### src/rtl/uop_field_decode.sv
module uop_field_decode #(
  parameter int DW   = 11,
  parameter int SUBW = 3
) (
  input  logic                 clk,
  input  logic                 rst,
  input  logic                 dec_en,
  input  logic [3*SUBW-1:0]    uop_word,
  input  logic [DW-1:0]        dr_val,
  input  logic [DW-1:0]        pc_val,
  output logic [DW-1:0]        ar_q,
  output logic                 ar_load,
  output logic [(1<<SUBW)-1:0] f1_strobe,
  output logic [(1<<SUBW)-1:0] f2_strobe,
  output logic [(1<<SUBW)-1:0] f3_strobe
);
  localparam int NSUB = 3;
  localparam int NOUT = 1 << SUBW;
  localparam int UW   = NSUB * SUBW;
  localparam logic [SUBW-1:0] CODE_DR = SUBW'(5);
  localparam logic [SUBW-1:0] CODE_PC = SUBW'(6);

  logic [NOUT-1:0] dec [NSUB];

  genvar g;
  generate
    for (g = 0; g < NSUB; g++) begin : g_dec
      logic [SUBW-1:0] code;
      assign code   = uop_word[UW-1-g*SUBW -: SUBW];
      assign dec[g] = (dec_en && code != '0) ? (NOUT'(1) << code) : '0;
    end
  endgenerate

  assign f1_strobe = dec[0];
  assign f2_strobe = dec[1];
  assign f3_strobe = dec[2];

  logic [DW-1:0] ar_src;
  assign ar_load = dec[0][CODE_DR] | dec[0][CODE_PC];
  assign ar_src  = dec[0][CODE_PC] ? pc_val : dr_val;

  always_ff @(posedge clk) begin
    if (rst)          ar_q <= '0;
    else if (ar_load) ar_q <= ar_src;
  end

  logic [SUBW-1:0] f1_code;
  assign f1_code = uop_word[UW-1 -: SUBW];

  assert_strobe_onehot_R2: assert property (@(posedge clk) disable iff (rst)
    $onehot0(f1_strobe) && $onehot0(f2_strobe) && $onehot0(f3_strobe));

  assert_noop_silent_R3: assert property (@(posedge clk) disable iff (rst)
    (uop_word[SUBW-1:0] == '0) |-> (f3_strobe == '0));

  assert_ar_from_dr_R4: assert property (@(posedge clk) disable iff (rst)
    (dec_en && f1_code == CODE_DR) |=> (ar_q == $past(dr_val)));

  assert_ar_from_pc_R5: assert property (@(posedge clk) disable iff (rst)
    (dec_en && f1_code == CODE_PC) |=> (ar_q == $past(pc_val)));

  assert_ar_hold_R7: assert property (@(posedge clk) disable iff (rst)
    (f1_code != CODE_DR && f1_code != CODE_PC) |=> $stable(ar_q));

  assert_disable_hold_R8: assert property (@(posedge clk) disable iff (rst)
    !dec_en |=> $stable(ar_q));

  assert_disable_quiet_R8: assert property (@(posedge clk) disable iff (rst)
    !dec_en |-> (ar_load == 1'b0 && f2_strobe == '0));

  assert_reset_clear_R9: assert property (@(posedge clk)
    rst |=> (ar_q == '0));
endmodule

### config.mk
export PLATFORM = sky130hd
export DESIGN_NAME = uop_field_decode
export DESIGN_NICKNAME = d
export VERILOG_FILES = /design/src/rtl/uop_field_decode.sv
export SDC_FILE = /design/constraint.sdc
export NUM_CORES = 1
export LEC_CHECK = 0
export BUFFER_PORTS_ARGS = -buffer_cell sky130_fd_sc_hd__buf_2
export CORE_MARGIN = 2
export CORE_UTILIZATION = 40
export DETAILED_ROUTE_END_ITERATION = 8
export PLACE_DENSITY = 0.87
export SETUP_SLACK_MARGIN = 0.2
export SLEW_MARGIN = 15
export SYNTH_ARGS = -nofsm -noshare
export SYNTH_HDL_FRONTEND = slang
export SYNTH_SLANG_ARGS = --single-unit
### constraint.sdc
create_clock -name clk -period 2 [get_ports clk]
set_clock_uncertainty 0.1 [all_clocks]
set_input_delay 0.6 -clock clk [delete_from_list [all_inputs] [get_ports clk]]
set_output_delay 0.6 -clock clk [all_outputs]
set_load 0.05 [all_outputs]
==> After elaboration in Yosys (flattened, before gate mapping) <==
Cells that the tools add are included.
W data, S select, Z words.
{ "word_totals": {"regBits": 11, "out_inout_bits": 36, "input_bits": 34, "elab_cells": 15} }
{ "op_classes": {"shifts": 3, "reduce_logical": 6, "bitwise": 1, "n_mux": 4} }
{ "op_table": {"columns": ["op", "n"], "rows": [
  ["$mux W8", 3],
  ["$shl A1 B3 Y8 const A", 3],
  ["$mux W11", 1],
  ["$reduce_bool A3 Y1", 3],
  ["$logic_and A1 B1 Y1", 3],
  ["$or A1 B1 Y1", 1]
]} }

==> Depth between registers and ports, before layout <==
Gate-level depths: netlist of the first run.
{ "depth": {"depth_word": 4, "ltp_mapped": 5, "depth_no_buf": 4} }

==> Worst setup path after synthesis of the first run <==
No wires, ideal clock.
{ "synth_timing": {"kind": "input to output", "start": "input uop_word[7]", "end": "output f1_strobe[4]", "stages": 3, "required_ps": 1300, "n_path_buf": 1, "slack_ps": -799, "arrival_ps": 2099, "cell_sequence": "buf_4 -> nand2b_1 -> nor3b_1"} }
{ "synth_via": {"elab_chain_cells": 3, "word_cells_on_any_way": 4, "cone_classes": "1 x shift; 1 x mux; 2 x reduce/logical"} }
{ "synth_lines": {"columns": ["item", "line", "rtl"], "rows": [
  ["start, declared", "8", "input logic [3*SUBW-1:0] uop_word,"],
  ["$reduce_bool A3 Y1", "30", "assign dec[g] = (dec_en && code != '0) ? (NOUT'(1) << code) : '0;"],
  ["$logic_and A1 B1 Y1", "30", null],
  ["$mux W8 *", "30", null],
  ["end, declared", "13", "output logic [(1<<SUBW)-1:0] f1_strobe,"]
]} }
Mark *: on every way between the ends. The rest lies on a longest branch, timed or not.

==> Worst setup path after layout of the first run <==
{ "layout_timing": {"start": "input dec_en", "end": "output f1_strobe[4]"} }
{ "layout_via": {"elab_chain_cells": 2} }
{ "layout_lines": {"columns": ["item", "line", "rtl"], "rows": [
  ["start, declared", "7", "input logic dec_en,"],
  ["$logic_and A1 B1 Y1", "30", null],
  ["$mux W8", "30", null]
]} }
No other way between the ends.

==> impl.org, run 1 <==
** Global route
- Entering global routing, the biggest net connects 12 pins.
- Grt met2 use :: 0.5880
- For met3 alone, demand over resource in global routing was 0.07099.
- Initial antenna violation count :: 0
- GRT Total Usage :: 0.3158
- For met1 alone, demand over resource in global routing was 0.3184.
- For this run the aggregate overflow at the end of global routing stands at 0.
- The first global-routing pass estimated 5692 um of wire.
- Via count of the first global-routing pass :: between 1000 and 1500
- In this run the most used layer during global routing was met2.

** Logic synthesis
- Of the post-synthesis cell area, the dominant cell type holds 0.2785.
- Post-Synthesis Mean Instance Area :: roughly 7.4 um2
- Proportion of synthesized chip area in sequential cells :: 0.2785
- Count of warnings emitted by yosys :: 0
- After synthesis, the netlist uses 22 different library cells.
- In this run, synthesis inferred 0 flip-flops with an integrated enable.
- Most frequent cell after synthesis :: nand2_1
- The biggest area contributor in the post-synthesis netlist is dfxtp_1.
- Synth async-reset ratio :: 0
- Dominant synthesized flop cell :: dfxtp_1
- Mapped Area :: ~790 um2
- By count the netlist is led by nand2_1 (25), nor2_1 (16), a21oi_1 (11), dfxtp_1 (11), a311oi_1 (9).
- Most area-consuming cells after synthesis :: dfxtp_1 (28%), nand2_1 (12%), a311oi_1 (10%), nor2_1 (7.6%), a21oi_1 (7.0%)
- Mapped Cells :: ~110
- Post-synthesis sequential element count :: 11

** Finish
- Summing all non-filler instances in the final layout gives an area of approximately 0.0018 mm2.
- Area taken by multi-input logic gates :: approximately 770 um2
- Inserted Diodes :: 0
- Across the whole layout, storage elements account for around 220 um2.
- In the final layout, the registers with the most flip-flops are ar_q: 11 flops.
- The layout has between 70 and 80 filler cells.
- In the final layout, the share of cells above drive strength 1 is 0.6578.
- Area Growth Syn to Fin :: 124.5%
- The net count of the finished layout is 222.
- Once layout is complete, the utilization of the core stands at 0.9238.
- The register with the most flip-flops in the layout has 11 of them.
- Excluding fillers, the count of instances in the completed layout stands at roughly 210.
- The register with the most flip-flops in the final layout is ar_q.

** Floorplan
- Std-Cell Rows :: 16
- For this configuration, the core starts out at a cell density of 0.4115.
- From left edge to right edge, the die measures roughly 48 um.
- The die covers 0.002348 mm2.
- Number of top-level design ports :: 70
- Placeable core region :: roughly 0.0019 mm2
- The floorplan step set the die height to between 40 and 50 um.

** CTS
- Clock-pin slew was measured on the worst setup and hold paths at about 70 ps.
- The tree built by TritonCTS fans out to 11 sinks.
- CTS tree :: yes
- The clock reaches the later pin of the worst-skew pair after 270 ps.
- In this run the number of H-tree levels came out at 1.
- TritonCTS created 3 clock buffers.
- The tree is rooted in a clkbuf_4.
- The clock passes through at most 2 buffers.

** Pwr
- The worst-case IR drop observed on VDD is approximately 0.38 mV.
- In this run the power spent charging and discharging nets is approximately 320 uW.
- The share of total power dissipated in the clock network is 0.194.
- Of the total power, combinational logic draws 0.501.
- Cell internal power was estimated by the tool at roughly 460 uW.
- Power density normalized to cell area :: approximately 440 mW/mm2
- PnR Total Power :: ~780 uW
- Sequential cell fraction of total power :: 0.305
- Summed over all cells, the static leakage comes to between 0.8 and 0.9 nW.
- Of the total power, the share spent switching nets is 0.4142.

** Placement
- Placed cell count :: about 210
- HPWL after detailed placement :: approximately 2200 um
- Number of I/O port buffers :: 66
- The placed instances occupy a cell area of approximately 0.0015 mm2.
- Placement-stage worst setup slack :: -114.2 ps
- Final estimated routing congestion in global placement :: 0.8308

** Flow run
- Max cap viols :: 0

** Drt
- Detail-routed net length per standard cell :: between 15 and 20 um
- First-pass detailed-route iteration total :: 4
- In the routed layout, each cell is associated on average with a via count of 5.593.
- Total via count in the routed design :: roughly 1200
- In the routed design, unresolved DRC markers number 0.
- Once detail routing completed, the nets flagged for antenna violations numbered 0.
- In this run, the number of DRC markers left after iteration 0 of detailed routing was 18.
- Wire length reported by the detailed router :: between 4000 and 5000 um

** STA
- Setup repair after global routing could not meet its margin everywhere.
- After layout, the worst setup slack is 45.04 ps.
- Final Critical Period :: slightly below 2000 ps
- Summed over all failing endpoints, the final setup total negative slack is 0 ps.
- The final number of max-transition violations came to 0.
- Derived from the worst setup path, the maximum achievable clock frequency is 0.5115 GHz.
- Hold timing on the final database bottoms out at a slack of around 420 ps.
- Final Setup Violations :: 0
- Number of failing hold endpoints at the final stage :: 0
- Final clock period utilization by the worst path :: 0.9775

** Setup path
- The critical path is of the input pin to primary output type.
- Along the worst path, the maximum fanout reaches 7.
- The worst setup path is launched from an input pin.
- Critical Path AT :: 1250 ps
- Worst endpoint required time :: between 1000 and 1500 ps
- STA classifies the critical path endpoint as a primary output.

** Outcome
- The flow ran to the end, and the final reports show no timing, DRC or antenna violations.

** Min path
- Worst hold path type :: flop to flop
==> critical path, stage by stage <==
cell and delay, ps:
buf_8 80, buf_12 130, nand2b_4 80, nor3b_4 180, buf_6 180
==> layout make-up <==
| cell class | count | share of cell area |
|---|---|---|
| sequential | 11 | 0.1240 |
| clock buffer | 4 | 0.01480 |
| multi-input combinational | 89 | 0.4348 |
| timing repair buffer | 82 | 0.4024 |
| inverter | 1 | 0.004933 |
| tap | 27 | 0.01903 |
==> logic make-up after synthesis <==
logic type / after synthesis / synth area share
other cells: 1 / 0.004742
simple gates: 60 / 0.3829
xor+xnor: 2 / 0.05539
buf+inv: 9 / 0.08386
compound gates: 24 / 0.1946
flops: 11 / 0.2785
==> power groups by stage <==
stage	Clock, mW	Sequential (mW)	Combinational (mW)
final	0.152	0.239	0.393
after floorplan	0	0.287	0.193
after global placement	0	0.242	0.318
after global routing	0.169	0.240	0.408
after CTS	0.152	0.238	0.371
after detailed placement	0	0.243	0.327
==> cells in the final DEF, fill, tap and decap left out, drive strengths merged <==
| cell type | netlist | routed |
|---|---|---|
| buf | 7 | 82 |
| nand2 | 25 | 25 |
| nor2 | 17 | 17 |
| a21oi | 11 | 11 |
| dfxtp | 11 | 11 |
| a311oi | 9 | 9 |
| nand2b | 8 | 8 |
| and3b | 4 | 4 |
| clkbuf | 1 | 4 |
| o21ai | 4 | 4 |
| nor3 | 3 | 3 |
| conb | 1 | 3 |
| xnor2 | 1 | 1 |
| nand4b | 1 | 1 |
| clkinv | 1 | 1 |
| nor3b | 1 | 1 |
| and2 | 1 | 1 |
| xor2 | 1 | 1 |
==> timing repair <==
item	in CTS	in global routing
hold buffers	0	0
buffers inserted	2	0
setup endpoints to repair	22	22
pin swaps	12	8
hold endpoints to repair	0	0
resized for setup	75	7
gates cloned	0	0
==> metal layers <==
| metal | share of wire | up-vias |
|---|---|---|
| li1 | - | 526 |
| met1 | 0.35 | 560 |
| met2 | 0.52 | 80 |
| met3 | 0.063 | 31 |
| met4 | 0.072 | 0 |
| met5 | 0 | - |
==> final timing paths <==
| path | start | to | slack [ps] | cells after the start |
|---|---|---|---|---|
| min reg2reg | ar_q[0] | ar_q[0] | 420 | 2 |
| max | dec_en | f1_strobe[4] | 50 | 5 |
| min | ar_q[0] | ar_q[0] | 420 | 2 |
| max reg2reg | ar_q[8] | ar_q[8] | 1070 | 2 |
Power figures use the tool's default switching activity.
==> inputs of run 2 (changes only) <==
--- a/config.mk
+++ b/config.mk
@@ -5,11 +5,11 @@
 export SDC_FILE = /design/constraint.sdc
 export NUM_CORES = 1
 export LEC_CHECK = 0
-export BUFFER_PORTS_ARGS = -buffer_cell sky130_fd_sc_hd__buf_2
-export CORE_MARGIN = 2
-export CORE_UTILIZATION = 40
+export CORE_AREA = 2 2 39 41
 export DETAILED_ROUTE_END_ITERATION = 8
-export PLACE_DENSITY = 0.87
+export DIE_AREA = 0 0 41 43
+export DONT_BUFFER_PORTS = 1
+export PLACE_DENSITY = 0.77
 export SETUP_SLACK_MARGIN = 0.2
 export SLEW_MARGIN = 15
 export SYNTH_ARGS = -nofsm -noshare
==> run 2 against run 1 <==
  * Final cell count down 40%
  * Sequential share of layout area grew 7.0 points
  * First-iteration DRC count shrank 11%
  * Register-to-register slack got worse by 280 ps
  * Critical endpoint unchanged
  * Highest routed layer unchanged
==> impl.org, run 2 (synthesis results as in run 1) <==
** Drt
- Summed over all layers, the routed wires come to ~2100 um.
- Detail-routed net length per standard cell :: 16.74 um
- Count of nets left with antenna violations after detail routing :: 0
- For this block, the initial DRC count from the detailed router was 16.
- Total via count in the routed design :: between 700 and 800
- After detailed routing, the number of vias per cell comes to just over 6.
- First-pass detailed-route iteration total :: 4
- In the routed design, unresolved DRC markers number 0.

** STA
- Worst hold slack :: between 200 and 300 ps
- Least-Margin Pin Slew :: between 500 and 600 ps
- Maximum clock rate :: 0.5418 GHz
- Total count of max-transition violations in the final report :: 0
- Setup repair after global routing could not meet its margin everywhere.
- Final clock period utilization by the worst path :: 0.9229
- Final Setup Violations :: 0
- The number of hold violations in the final report was 0.
- Headroom to the max-slew limit came out at 0.6466.
- For the finished layout, the period the worst path requires is 1846 ps.
- For the final routed database, the setup TNS stands at 0 ps.
- Setup slack of the critical path after layout :: 154.2 ps

** Min path
- Cells on Worst Hold Path :: 1
- The path with the worst hold slack has its endpoint at ar_q[5].
- In this run the worst hold path is classified as input pin to flop.
- Worst Min Path Start :: rst

** Setup path
- Setup slack on the worst reg-to-reg path comes out at a little under 800 ps.
- For the worst setup path, the data arrival time is between 1000 and 1500 ps.
- In this run the worst path has a maximum fanout of 9.
- Capturing point of the worst reg2reg path :: ar_q[0]
- Startpoint types :: input pin
- The number of cells on the worst reg-to-reg path is 2.
- The critical path is of the input pin to primary output type.
- Worst endpoint required time :: 1300 ps
- Tracing the worst setup path back leads to its startpoint at uop_word[7].
- The startpoint identified for the worst register-to-register timing path is ar_q[0].
- The worst setup path is captured at a primary output.

** Placement
- Final estimated routing congestion in global placement :: 0.6929
- Number of I/O port buffers :: 0
- Detailed placement finished with a half-perimeter wire length of ~1700 um.
- Timing analysis after detailed placement gives a worst setup slack of between 100 and 150 ps.
- After detailed placement, the total cell area comes to between 0.001 and 0.0015 mm2.
- Placed cell count :: ~120

** Finish
- Once layout is complete, the cells apart from fillers number roughly 130.
- Of the cells placed in the final design, the portion with a size suffix greater than 1 is 0.4196.
- Number of flip-flops under the largest register name :: 11
- The top cell types in the final layout, fill and taps aside, are nand2_1 (21), nor2_4 (15), a21oi_1 (11), dfxtp_1 (11), a311oi_1 (9).
- The layout has 90 filler cells.
- Biggest regs :: ar_q: 11 flops
- Finished Core Util :: 0.8183
- Inserted Diodes :: 0
- Area Growth Syn to Fin :: 43.20%
- Nets@finish :: 147
- The finished cells cover ~0.0011 mm2.
- Leading cell type in the layout, fill and taps excluded :: nand2_1
- ar_q holds more flip-flops than any other register.
- In the final layout, the multi-input gates occupy 759.5 um2.
- Summing all flip-flop and latch instances after layout gives 220.2 um2.

** CTS
- Level count of the clock H-tree :: 1
- Clock transition at the register clock pins on the worst setup and hold paths after CTS :: ~70 ps
- TritonCTS built the clock tree.
- Clock latency on the worst-skew pair, taken at its later pin, is about 270 ps.
- The tree is rooted in a clkbuf_4.
- After clock tree synthesis, the setup repair step added 0 buffers.
- The clock net in this run drives a total of 11 sinks.
- The longest clock path from root to sink contains 2 buffers.
- For this design, the CTS-stage hold fixing added 0 buffers.
- In this run, CTS created clock tree buffers numbering 3.

** Floorplan
- The core region is between 0.001 and 0.0015 mm2.
- Vertical extent of the die :: roughly 43 um
- For this configuration, the core starts out at a cell density of 0.5714.
- After floorplanning, the core was divided into 14 placement rows.
- The die is 41 um wide.
- Pin placement for this block handled 70 I/O pins.
- Die ar. :: 0.001763 mm2

** Pwr
- The completed layout was analyzed and its total power is 623.4 uW.
- The worst-case IR drop observed on VDD is about 0.30 mV.
- The analysis attributes to cell leakage a power of 0.4170 nW.
- Power density normalized to cell area :: ~550 mW/mm2

** Global route
- The number of antenna violations at the first check in global routing came to 0.
- Via count of the first global-routing pass :: 767
- Entering global routing, the biggest net connects 12 pins.
- Across every metal layer, demand over resource in global routing totals 0.2672.
- After global routing the overflow that remains totals 0.
- The first global-routing pass estimated about 3200 um of wire.

** Flow run
- The tool flagged a number of max-cap violations equal to 0.

** Outcome
- Run status :: complete, no violations
==> run 2: what timing repair did <==
item / 4_1_cts / 5_1_grt
pin swaps: 5 / 2
gates resized for setup: 4 / 4
setup endpoints to repair: 9 / 6
==> run 2: worst max-delay path by stage <==
| stage | endpoint | slack (ps) | cells after the start |
|---|---|---|---|
| floorplan | f1_strobe[4] | -90 | 3 |
| global placement | f1_strobe[4] | 170 | 3 |
| detailed placement | f1_strobe[4] | 130 | 3 |
| CTS | f1_strobe[4] | 150 | 3 |
| global route | f1_strobe[4] | 130 | 3 |
| finish | f1_strobe[4] | 150 | 3 |
==> run 2: worst max-delay path: stages <==
cell      delay (ps)
nand2b_4         150
nor3b_4          220
buf_12           170
==> run 2: power by group <==
group,internal [mW],switching (mW)
logic,0.0633,0.121
registers,0.232,0.0525
clock network,0.0773,0.0776
==> run 2: per-layer routing <==
| layer | track usage | routed length, um | vias to the layer above |
|---|---|---|---|
| li1 | - | - | 373 |
| met1 | 0.2739 | 677 | 365 |
| met2 | 0.4563 | 1196 | 53 |
| met3 | 0.07330 | 223 | 5 |
| met4 | 0.1400 | 45 | 0 |
| met5 | 0 | 0 | - |
==> run 2: cell type report <==
class | instances | area share
Tap cell | 16 | 0.01768
Inverter | 1 | 0.01436
Sequential cell | 11 | 0.1945
Clock buffer | 4 | 0.02320
Multi-Input combinational cell | 89 | 0.6707
Timing Repair Buffer | 7 | 0.07956
==> inputs of run 3 (changes only) <==
--- a/config.mk
+++ b/config.mk
@@ -5,7 +5,9 @@
 export SDC_FILE = /design/constraint.sdc
 export NUM_CORES = 1
 export LEC_CHECK = 0
+export CAP_MARGIN = 40
 export CORE_AREA = 2 2 39 41
+export CTS_BUF_LIST = sky130_fd_sc_hd__clkbuf_8
 export DETAILED_ROUTE_END_ITERATION = 8
 export DIE_AREA = 0 0 41 43
 export DONT_BUFFER_PORTS = 1
==> run 3 against run 2 <==
  * Routed wire length fell by 0.93%
  * Sequential power barely moved
  * Count of clock-buffer cells in the layout fell by 1
  * Die area did not move
  * Total power rose by 10%
  * Largest power group unchanged
  * Flip-flop and latch count did not move
  * Via count rose by 0.75%
  * Final cell count did not move
  * Non-clock buffer count did not move
  * Global-route usage fell by 0.81 points
==> impl.org, run 3 (synthesis results as in run 1) <==
** STA
- Total count of max-transition violations in the final report :: 0
- Static timing analysis puts the maximum clock frequency at 0.5414 GHz.
- The worst path meets setup with between 150 and 200 ps of slack.
- Least-Margin Pin Slew :: ~520 ps
- Setup repair after global routing could not meet its margin everywhere.
- In the final timing run, aggregate negative setup slack is 0 ps.
- Final clock period utilization by the worst path :: 0.9235
- Final Setup Violations :: 0
- Subtracting the final worst setup slack from the clock period gives between 1500 and 2000 ps.
- Number of failing hold endpoints at the final stage :: 0
- The worst pin sits at a relative slew slack of 0.6498.

** Pwr
- Across the VDD grid, the largest voltage drop is 0.3660 mV.
- PnR Total Power :: slightly below 700 uW
- P_leak :: ~0.43 nW
- Power density normalized to cell area :: ~600 mW/mm2

** CTS
- CTS tree :: yes
- Clock buffer depth :: 2
- Level count of the clock H-tree :: 1
- Clock tree synthesis found a total of 11 sinks.
- Buffer cell driving the clock tree root :: clkbuf_8
- Post CTS Setup Buffer Count :: 0
- CTS Buf Count :: 3
- Clock transition at the register clock pins on the worst setup and hold paths after CTS :: around 50 ps
- Clock insertion delay at the later pin of the skew report :: between 200 and 250 ps

** Setup path
- By startpoint and endpoint, the worst setup path is classified as input pin to primary output.
- Data on the critical path arrives at its endpoint at around 1200 ps.
- Register-to-register path setup slack :: 780 ps
- Number of cell instances on the worst register-to-register path :: 2
- Worst endpoint required time :: approximately 1300 ps
- Of all nets on the critical path, the largest fanout is 9.
- STA classifies the critical path startpoint as an input pin.
- Element type at the critical path end :: primary output

** Drt
- After detailed routing, the average wire length per cell comes to roughly 17 um.
- Before antenna repair, the detailed router went through 4 iterations.
- After detailed routing, the number of remaining DRC violations is 0.
- Using the TritonRoute via totals, the vias-per-cell ratio works out to between 6 and 7.
- After the first detailed-routing iteration, the DRC count stood at 14.
- The final route contains about 800 vias.
- Wire length reported by the detailed router :: 2123 um
- The count of nets left with antenna violations once routing finished came out at 0.

** Placement
- Before CTS, the worst setup slack after placement is around 130 ps.
- Placed cell count :: around 120
- Detailed placement finished with a half-perimeter wire length of around 1700 um.
- Routability-driven placement finished with a final weighted congestion of 0.6929.
- Number of I/O port buffers :: 0

** Global route
- Across every metal layer, demand over resource in global routing totals 0.2591.
- Overflow left after global routing :: 0
- Initial antenna violation count :: 0
- Global-route wire length before repair :: 3105 um
- Pin count of the biggest net entering global routing :: 12
- Via count of the first global-routing pass :: ~770

** Min path
- Along the worst hold path, the cell count comes to 1.
- Worst hold path type :: input pin to flop

** Floorplan
- Vertical extent of the die :: about 43 um
- 70 I/O pins were placed.
- In this run the horizontal extent of the chip is 41 um.
- The floorplan step defined a die boundary enclosing about 0.0018 mm2.
- For this configuration, the core starts out at a cell density of 0.5714.
- The initialized floorplan defines 14 standard-cell rows.
- Placeable core region :: about 0.0014 mm2

** Finish
- The finished layout holds approximately 130 standard cells, fillers aside.
- Number of fillers in the final layout :: 86
- Leading cell type in the layout, fill and taps excluded :: nand2_1
- The number of antenna diodes in the final layout is 0.
- Register with the most flip-flops :: ar_q
- The final layout contains about 150 nets.
- Top library cells by usage in the layout, fill and taps aside :: nand2_1 (21), nor2_4 (15), a21oi_1 (11), dfxtp_1 (11), a311oi_1 (9)
- Biggest regs :: ar_q: 11 flops
- Number of flip-flops under the largest register name :: 11
- In the final layout, the share of cells above drive strength 1 is 0.4196.
- Finished Core Util :: 0.8318
- Area Growth Syn to Fin :: 45.57%

** Flow run
- Max cap viols :: 0

** Outcome
- The flow ran to the end, and the final reports show no timing, DRC or antenna violations.
[run 3: changes by cell type in the layout (fill, tap and decap cells not counted), sizes merged]
cell    before  now
inv          0    1
clkbuf       4    3
[run 3: per-layer routing]
metal | wire length (um) | GRT usage | up-vias | share of wire
met5 | 0 | 0 | - | 0
met4 | 38 | 0.1200 | 0 | 0.018
met3 | 216 | 0.05759 | 5 | 0.10
met2 | 1188 | 0.4594 | 52 | 0.56
met1 | 680 | 0.2640 | 368 | 0.32
li1 | - | - | 377 | -
[run 3: area by class of cell]
type,instances,area (um2),area share
clock buffers,3,41.29,0.03587
repair buffers,7,90.09,0.07826
multi-input cells,89,759.5,0.6598
flip-flops and latches,11,220.2,0.1913
clock inverters,1,3.754,0.003261
inverters,1,16.27,0.01413
well taps,16,20.02,0.01739
[run 3: worst max-delay path, cell delays in order]
cell and delay (ps):
nand2b_4 150, nor3b_4 230, buf_12 170
[run 3: stage by stage]
| stage | cell area (um2) | hold slack [ps] |
|---|---|---|
| after global placement | 1079 | 572.0 |
| final | 1151 | 324.1 |
| after floorplan | 1062 | 572.1 |
| after CTS | 1134 | 322.3 |
| after global routing | 1151 | 324.1 |
| after detailed placement | 1079 | 573.0 |
[run 3: worst paths after layout]
check,start,endpoint
setup / recovery,uop_word[7],f1_strobe[4]
hold / removal,rst,ar_q[5]
setup reg to reg,ar_q[2],ar_q[2]
hold reg to reg,ar_q[4],ar_q[4]
[run 3: what timing repair did]
item | in CTS | in global routing
setup endpoints to repair | 9 | 6
hold buffers | 0 | 0
pin swaps | 5 | 2
endpoints found under the hold margin | 0 | 0
resized for setup | 4 | 4
[run 3: power by group]
part | internal [mW] | leakage [nW] | switching [mW]
combinational | 0.0633 | 0.312 | 0.121
clock | 0.135 | 0.0269 | 0.0839
sequential | 0.232 | 0.0899 | 0.0524
total | 0.431 | 0.429 | 0.258
